[config.mk]
export PLATFORM = sky130hd
export DESIGN_NAME = loop_branch_unit
export DESIGN_NICKNAME = d
export VERILOG_FILES = /design/src/rtl/loop_branch_unit.sv
export SDC_FILE = /design/constraint.sdc
export NUM_CORES = 1
export LEC_CHECK = 0
export BUFFER_PORTS_ARGS = -buffer_cell sky130_fd_sc_hd__buf_2
export CAP_MARGIN = 30
export CORE_UTILIZATION = 50
export DETAILED_ROUTE_END_ITERATION = 8
export GPL_TIMING_DRIVEN = 0
export PLACE_DENSITY_LB_ADDON = 0.15
export SYNTH_ARGS = -nofsm -noshare
export SYNTH_HDL_FRONTEND = slang
export SYNTH_SLANG_ARGS = --single-unit
[constraint.sdc]
create_clock -name clk -period 5.6 [get_ports clk]
set_input_delay 0.28 -clock clk [delete_from_list [all_inputs] [get_ports clk]]
set_output_delay 0.28 -clock clk [all_outputs]
set_load 0.005 [all_outputs]
[src/rtl/loop_branch_unit.sv]
module loop_branch_unit #(
  parameter int PC_W = 32
) (
  input  logic            clk,
  input  logic            rst_n,
  input  logic            instr_valid,
  input  logic [PC_W-1:0] instr_addr,
  input  logic [7:0]      opcode,
  input  logic [31:0]     tail_bytes,
  input  logic            flag_z,
  input  logic            flag_n,
  input  logic            flag_c,
  input  logic            flag_v,
  output logic            claim,
  output logic            redirect,
  output logic [PC_W-1:0] next_pc,
  output logic [PC_W-1:0] loop_addr,
  output logic [31:0]     loop_word
);

  localparam logic [7:0] SETUP_OP    = 8'hDB;
  localparam logic [3:0] LOOP_GROUP  = 4'hD;
  localparam logic [3:0] LAST_COND   = 4'hA;
  localparam int         SETUP_LEN   = 5;
  localparam int         BRANCH_LEN  = 1;
  localparam int         BACK_OFFSET = 4;

  logic is_setup, is_loop, cond_ok, lt;
  logic [31:0] packed_word;

  assign is_setup = instr_valid && (opcode == SETUP_OP);
  assign is_loop  = instr_valid && (opcode[7:4] == LOOP_GROUP) && (opcode[3:0] <= LAST_COND);
  assign lt       = flag_n ^ flag_v;

  always_comb begin
    case (opcode[3:0])
      4'h0:    cond_ok = lt;
      4'h1:    cond_ok = !(flag_z || lt);
      4'h2:    cond_ok = !lt;
      4'h3:    cond_ok = flag_z || lt;
      4'h4:    cond_ok = flag_c;
      4'h5:    cond_ok = !(flag_c || flag_z);
      4'h6:    cond_ok = !flag_c;
      4'h7:    cond_ok = flag_c || flag_z;
      4'h8:    cond_ok = flag_z;
      4'h9:    cond_ok = !flag_z;
      4'hA:    cond_ok = 1'b1;
      default: cond_ok = 1'b0;
    endcase
  end

  assign claim    = is_setup || is_loop;
  assign redirect = is_loop && cond_ok;

  always_comb begin
    if (redirect)      next_pc = loop_addr - PC_W'(BACK_OFFSET);
    else if (is_loop)  next_pc = instr_addr + PC_W'(BRANCH_LEN);
    else if (is_setup) next_pc = instr_addr + PC_W'(SETUP_LEN);
    else               next_pc = instr_addr;
  end

  genvar gb;
  generate
    for (gb = 0; gb < 4; gb++) begin : g_swap
      assign packed_word[31-8*gb -: 8] = tail_bytes[8*gb +: 8];
    end
  endgenerate

  always_ff @(posedge clk or negedge rst_n) begin
    if (!rst_n) begin
      loop_addr <= '0;
      loop_word <= '0;
    end else if (is_setup) begin
      loop_addr <= instr_addr + PC_W'(SETUP_LEN);
      loop_word <= packed_word;
    end
  end

  AST_SETUP_ADDR: assert property (@(posedge clk) disable iff (!rst_n)
    (instr_valid && opcode == 8'hDB) |=> (loop_addr == $past(instr_addr) + PC_W'(5)));
  AST_SETUP_WORD: assert property (@(posedge clk) disable iff (!rst_n)
    (instr_valid && opcode == 8'hDB) |=> (loop_word[31:24] == $past(tail_bytes[7:0]) && loop_word[7:0] == $past(tail_bytes[31:24])));
  AST_REGS_HOLD: assert property (@(posedge clk) disable iff (!rst_n)
    !(instr_valid && opcode == 8'hDB) |=> ($stable(loop_addr) && $stable(loop_word)));
  AST_TAKEN_PC: assert property (@(posedge clk) disable iff (!rst_n)
    redirect |-> (claim && next_pc + PC_W'(4) == loop_addr));
  AST_FALL_PC: assert property (@(posedge clk) disable iff (!rst_n)
    (claim && !redirect && opcode != 8'hDB) |-> (next_pc == instr_addr + PC_W'(1)));
  AST_ALWAYS_TAKEN: assert property (@(posedge clk) disable iff (!rst_n)
    (instr_valid && opcode == 8'hDA) |-> redirect);
  AST_IDLE_PC: assert property (@(posedge clk) disable iff (!rst_n)
    !claim |-> (!redirect && next_pc == instr_addr));

endmodule

# ---- Word-level counts from Yosys, hierarchy flattened
# Index checks and enable logic that the tools add are counted.
dict set report totals {
  mem_bits_ro 0
  mem_count 0
  register_bits 64
  ramBits 0
  out_inout_bits 98
  wordCells 36
  inputBits 79
  latch_bits 0
}
dict set report op_classes {
  add_sub_neg 3
  n_mux 4
  shift 0
  reduce_logical 13
  div 0
  magnitude_cmp 1
  n_bitwise 1
  n_mul 0
  eq_ne 12
}
# op n
set op_table {}
lappend op_table {{2-to-1 mux 32 bit} 3}
lappend op_table {{adder 32 x 1 -> 32 bit, second input constant} 1}
lappend op_table {{adder 32 x 3 -> 32 bit, second input constant} 1}
lappend op_table {{subtractor 32 x 3 -> 32 bit, second input constant} 1}
lappend op_table {{equality test 4 x 3 -> 1 bit, second input constant} 4}
lappend op_table {{equality test 4 bit, second input constant} 4}
lappend op_table {{case mux 1 bit (11 select lines)} 1}
lappend op_table {{equality test 4 x 2 -> 1 bit, second input constant} 2}
lappend op_table {{equality test 8 bit, second input constant} 1}
lappend op_table {{zero test 1 bit} 5}
lappend op_table {{equality test 4 x 1 -> 1 bit, second input constant} 1}
lappend op_table {{<= comparator 4 bit, second input constant} 1}
lappend op_table {{logical AND 1 bit} 4}
lappend op_table {{zero test 4 bit} 1}
lappend op_table {{logical OR 1 bit} 3}
lappend op_table {{bitwise XOR 1 bit} 1}

# ---- Depth between registers and ports, before layout
# Gate-level depths: netlist (run 1).
dict set report depth {
  word_depth 6
  mapped_depth 11
  depth_no_buf 8
}

# ---- Worst setup path before layout (run 1)
# Ideal clock, no wire load.
dict set report synth_path {
  path_kind {reg-to-output}
  startpoint {register loop_addr[2]}
  endpoint {output next_pc[26]}
  setup_slack_ns 3.131
  path_stages_with_launch 10
  t_required_ns 5.320
  arrival_ns 2.189
  cell_sequence {dfrtp_1 -> inv_1 -> ha_1 -> nor3b_1 -> and4_1 -> clkbuf_1 -> nor4b_2 -> xnor2_1 -> nor2_1 -> a221o_1}
}
dict set report synth_via {
  elab_chain_cells 2
}
# element line_no
set synth_lines {}
lappend synth_lines {{from (decl)} 17} ;# output logic [PC_W-1:0] loop_addr,
lappend synth_lines {{from (signal assigned)} 74} ;# loop_addr <= instr_addr + PC_W'(SETUP_LEN);
lappend synth_lines {{subtractor 32 x 3 -> 32 bit} 56} ;# if (redirect) next_pc = loop_addr - PC_W'(BACK_OFFSET);
lappend synth_lines {{2-to-1 mux 32 bit} 56}
lappend synth_lines {{to (decl)} 16} ;# output logic [PC_W-1:0] next_pc,
# No other way between the ends.

# ---- Worst setup path in the final report (run 1)
# Same ends and word-level chain as after synthesis.

==> run summary, run 1 <==
post-synthesis register bit count: 64
WP data required: 5320 ps
YS warnings: 0
most frequent cells in the layout: nand2_1 (185), buf_2 (166), dfrtp_1 (64)
Sink Count: 64
global-route wire length before repair: 26.16 mm
Mapped Nets: 755
power per cell area: 193.5 nW/um^2
drt via density: 5.834
post-detail-place hpwl: 12.65 mm
Remaining Overflow, GRT: 0
Mapped Cells: 674
clock latency on the worst-skew pair: 360 ps
FP Rows: 36
fraction of layout cells with a size suffix above 1: 25.21%
setup tns final: 0 ps
final WL: 16.98 mm
vias after detailed routing: 5729
# nets final: 925
All-Layer GR Usage: 32.83%
vias in the first global route: 5163
final count of negative-setup-slack endpoints: 0
DIE WIDTH: 102.9 um
CTS clock-pin slew for the worst setup and hold paths: 80 ps
Slew @ Worst Pin: 870.8 ps
postcts setup bufs: 0
die area: 10590 sq um
Fin Hold WS: -1.530 ps
commonest non-fill, non-tap cell in the layout: nand2_1
clock buffer depth: 2
DIE HEIGHT: 102.9 um
Worst Skew: 0 ps
Peak supply drop: 0.1393 mV
Initial DRC Count: 462
Startpoint Class: register
clk root buf: clkbuf_8
Antenna Nets Post-Route: 0
DRC: 0
RSZ-0062 raised after global routing: no
post-CTS resize count: 0
outcome: complete, but fails checks
initial antenna violation count: 0
top cell type's share of synthesized area: 31.45%
fin. max-slew vios: 0
Data arrival, critical path: 3390 ps
synthesis-to-finish area growth: 23.49%
asr flop ratio synth: 100.0%
core area: 9819 sq um
Tcrit/Tclk final: 65.56%
diodes inserted: 0
Yosys top cell by area: dfrtp_1
Synth cell types: 71
Crit Path Class: reg -> out
I/O Buffers: 158
Mapped Area: 5092 sq um
number of flops mapped to enable cells by yosys: 0
pin count of the biggest net entering global routing: 65
Num CTS Buffers: 9
maximum clock rate: 272.4 MHz
Ports: 177
Final Wtd Congestion: 0.9726
Final Core Density: 64.04%
Final Hold Vio Count: 1
HP Class: in -> async
Most used DFF post-synth: dfrtp_1
initial core utilization: 51.86%
post-synthesis sequential area ratio: 31.45%
Leak: 3.078 nW
Max Cap Viol: 0
drt pass-1 iters: 6
H-tree depth: 3
routed len/inst: 17.29 um
CTS tree: done
hold buffer count at cts: 0
Final min period: 3671 ps
synth top area cells: dfrtp_1 (31%), nand2_1 (14%), xnor2_1 (6.4%)
Crit. End Element: output pin
Avg Cell Area, Syn: 7.555 sq um
crit-path max FO: 7
Rel. slew slack: 41.50%
failing checks: negative hold slack
-- registers in the layout (all words and copies together) (netlist names) --
| signal | cells |
|---|---|
| loop_addr | 32 |
| loop_word | 32 |
-- cell usage after synthesis (all sizes together), types with 15 or more instances --
cell,instances
nand2,185
dfrtp,64
o21ai,50
xnor2,37
nor2,35
clkbuf,31
xor2,29
nor3,25
nand3,24
buf,21
nand4,19
nor4,15
-- metal layers --
layer / routed length [um] / vias up / track usage [%]
met1: 6928 / 2668 / 42.15
met2: 7777 / 324 / 52.05
met3: 1780 / 40 / 8.339
met4: 494 / 0 / 14.95
met5: 0 / - / 0
li1: - / 2697 / -
-- final timing paths --
check	start	to	slack, ps	cells past startpoint
hold / removal	rst_n	loop_addr[6]	-2	1
setup / recovery	loop_addr[2]	next_pc[26]	1930	10
hold reg to reg	loop_word[4]	loop_word[4]	470	2
max in group asynchronous	rst_n	loop_addr[27]	5060	1
min in group clk	tail_bytes[27]	loop_word[3]	100	3
setup reg to reg	loop_addr[16]	loop_addr[16]	4770	2
-- through the flow --
step | total power (W) | instances | area (sq um) | setup WS, ps
final | 0.001217 | 982 | 6289 | 1929
after global placement | 0.0007389 | 965 | 6050 | 2386
after detailed placement | 0.0007448 | 965 | 6052 | 2340
after global routing | 0.001263 | 982 | 6289 | 1759
after CTS | 0.001215 | 981 | 6284 | 1932
after floorplan | 0.0006379 | 674 | 5092 | 3131
-- cells by family (layout without fill, tap and decap cells) --
kind of cell               count (synthesis)  in the layout  synth area share, %
muxes                                      7              7                1.401
DFF                                       64             64                31.45
AOI/OAI and AO/OA                        126            126                16.63
xor gates and xnor gates                  66             66                11.35
buffers and inverters                     63            238                6.339
adders and majority gates                  2              2               0.4913
and+or+nand+nor                          346            346                32.33
-- critical path, cell delays in order (launching register included) --
cell and delay [ps]:
dfrtp_1 450, inv_1 110, ha_1 190, nor3b_1 610
and4_1 290, clkbuf_1 370, nor4b_2 350, xnor2_1 170
nor2_1 60, a221o_1 290, buf_2 140
-- final cells by class --
type                       instances  area, sq um
fill                             967         3531
multi-input combinational        547         3168
sequential                        64         1602
timing repair buffer             159        798.3
buffer                            52        276.5
tap                              133        166.4
clock buffer                      12        155.1
clock inverter                     4        76.32
inverter                          11        46.29
-- power breakdown --
part           total [W]  internal [W]  switching, W
combinational   0.000232     0.0000989      0.000133
clock           0.000478      0.000276      0.000202
sequential      0.000507      0.000484     0.0000225
Note: power is estimated with default switching activity, not from simulation.
==> run 2: changes to the inputs <==
- ABC_AREA: default -> 1
- clock period: 5.6 -> 3.65 ns (I/O delays scaled with it)
==> run summary, run 2 <==
outcome: completed
DIE HEIGHT: 107.9 um
most frequent CP cell: nand2_1
Startpoint Class: register
Data arrival, critical path: 2280 ps
commonest non-fill, non-tap cell in the layout: nand2_1
final WL: 19.81 mm
area of the multi-input gates: 3517 sq um
Synth cell types: 36
Mapped Cells: 927
maximum clock rate: 406.6 MHz
final count of negative-setup-slack endpoints: 0
R2R Path Start: loop_addr[26]
Crit path max-delay family: simple AND/OR/NAND/NOR gates
internal power: 0.001295 W
pin count of the biggest net entering global routing: 65
DRC: 0
Reg2Reg Depth: 2
Mapped Nets: 1008
combinational power share: 20.9%
YS warnings: 0
initial antenna violation count: 0
initial core utilization: 51.51%
Yosys top cell by area: dfrtp_1
fraction of layout cells with a size suffix above 1: 24.20%
clock buffer depth: 2
vias after detailed routing: 6723
Initial DRC Count: 618
Worst Skew: 0 ps
Seq pwr share: 42.1%
Final min period: 2459 ps
Num CTS Buffers: 9
critical path buffer and inverter count: 1
post-synthesis register bit count: 64
Final Hold Vio Count: 0
global-route wire length before repair: 30.73 mm
number of cells after detailed placement: 1243
most frequent cells in the layout: nand2_1 (352), buf_2 (191), nand3_1 (116)
Crit Path Class: reg -> out
top cell type's share of synthesized area: 28.56%
most common cell in the netlist: nand2_1
cell chain of the critical path: nor2_1 > nand2_1 > nor2_2 > nand2_1 > o21ai_0 > nand4_1 > nand3_1 > buf_2
Slew @ Worst Pin: 802.8 ps
Final Wtd Congestion: 0.9690
CTS tree: done
die area: 11640 sq um
FF/Latch Area: 1602 sq um
Remaining Overflow, GRT: 0
Area after DPL: 6666 sq um
WP data required: 3470 ps
DIE WIDTH: 107.9 um
RSZ-0062 raised after global routing: no
Crit-path slowest cell: dfrtp_1
post-synthesis sequential area ratio: 28.56%
depth of the worst hold-timing path: 3
post-CTS resize count: 0
Ports: 177
Crit. End Element: output pin
Mapped Area: 5608 sq um
sw frac: 31.14%
Design Area, Final: 6903 sq um
sw power: 0.0005857 W
commonest cells in the netlist: nand2_1 (352), nand3_1 (116), nor2_1 (94)
Power, Total: 0.001881 W
FP Rows: 38
All-Layer GR Usage: 34.98%
min-delay src: tail_bytes[1]
Final Core Density: 63.40%
CTS clock-pin slew for the worst setup and hold paths: 80 ps
Rel. slew slack: 46.48%
drt via density: 5.336
asr flop ratio synth: 100.0%
Leak: 3.837 nW
vias in the first global route: 6078
Most used DFF post-synth: dfrtp_1
number of flops mapped to enable cells by yosys: 0
clk root buf: clkbuf_8
HP Class: in -> reg
setup tns final: 0 ps
post-detail-place hpwl: 15.96 mm
H-tree depth: 3
Largest stage delay, worst path: 440 ps
Layout fillers: 1138
Sink Count: 64
clock latency on the worst-skew pair: 350 ps
FF-to-FF End: loop_addr[26]
part of the power in the clock network: 37.1%
synth top area cells: dfrtp_1 (29%), nand2_1 (24%), nand3_1 (10%)
Tcrit/Tclk final: 67.38%
Top Registers: loop_addr (32), loop_word (32)
# nets final: 1196
Avg Cell Area, Syn: 6.049 sq um
core area: 10890 sq um
diodes inserted: 0
power per cell area: 272.4 nW/um^2
synthesis-to-finish area growth: 23.09%
routed len/inst: 15.73 um
fin. max-slew vios: 0
Max Cap Viol: 0
Antenna Nets Post-Route: 0
Peak supply drop: 0.2312 mV
R2R Setup Slk: 2880 ps
final cell count without fillers: 1260
crit-path max FO: 5
drt pass-1 iters: 5
I/O Buffers: 176
WHS Endpoint: loop_word[25]
-- run 2: cell types whose count changed after synthesis, sizes merged, moves of 26 or more --
cell | before | now
nand2 | 185 | 371
nand3 | 24 | 118
nor2 | 35 | 121
inv | 10 | 95
xnor2 | 37 | 2
clkbuf | 31 | 5
-- run 2: repair_timing --
item | 4_1_cts | 5_1_grt
endpoints found under the hold margin | 64 | 0
hold buffers | 1 | 0
setup buffers | 0 | 0
endpoints found under the setup margin | 0 | 0
-- run 2: cells by family after synthesis --
kind of cell | synth area share [%]
simple gates | 50.27
buf+inv | 8.724
compound gates | 7.474
flops | 28.56
xor+xnor | 4.529
fa+ha+maj | 0.4462
-- run 2: layout make-up --
class                           instances  area share [%]
Multi-Input combinational cell        742           50.95
Sequential cell                        64           23.20
Timing Repair Buffer                  177           12.94
Inverter                               97           5.275
Tap cell                              140           2.538
Buffer                                 24           1.813
Clock buffer                            9           1.794
Clock inverter                          7           1.486
-- run 2: through the flow --
step	hold slack, ps	setup slack, ps
floorplan	-113.1	2080
global placement	376.4	1581
detailed placement	321.8	1575
CTS	5.225	1179
global route	20.32	1081
finish	18.77	1191
-- run 2: worst max path at each step --
stage,start,to,cells past startpoint
4_1_cts,loop_addr[8],next_pc[27],8
5_1_grt,loop_addr[8],next_pc[27],8
2_1_floorplan,loop_addr[2],next_pc[26],8
3_5_place_dp,opcode[2],next_pc[13],12
3_3_place_gp,opcode[2],next_pc[13],12
6_report,loop_addr[8],next_pc[27],8
-- run 2: worst register-to-register path: cells and delay by family, from the launching register on --
family | cells | cell delay [ps]
compound gates | 1 | 90
buf+inv | 1 | 150
flops | 1 | 410
-- run 2: metal layers --
layer	GRT usage (%)	part of all wire, %	vias up
li1	-	-	3326
met1	49.07	45	3021
met2	53.62	43	331
met3	6.174	8.9	45
met4	13.11	3.1	0
met5	0	0	-
-- run 2: power by group through the flow --
| stage | sequential (W) | clock, W | combinational [W] |
|---|---|---|---|
| after global routing | 0.000797 | 0.000738 | 0.000439 |
| final | 0.000791 | 0.000698 | 0.000392 |
| after global placement | 0.000802 | 0 | 0.000382 |
| after floorplan | 0.000801 | 0 | 0.000188 |
| after detailed placement | 0.000803 | 0 | 0.000386 |
| after CTS | 0.000790 | 0.000708 | 0.000389 |
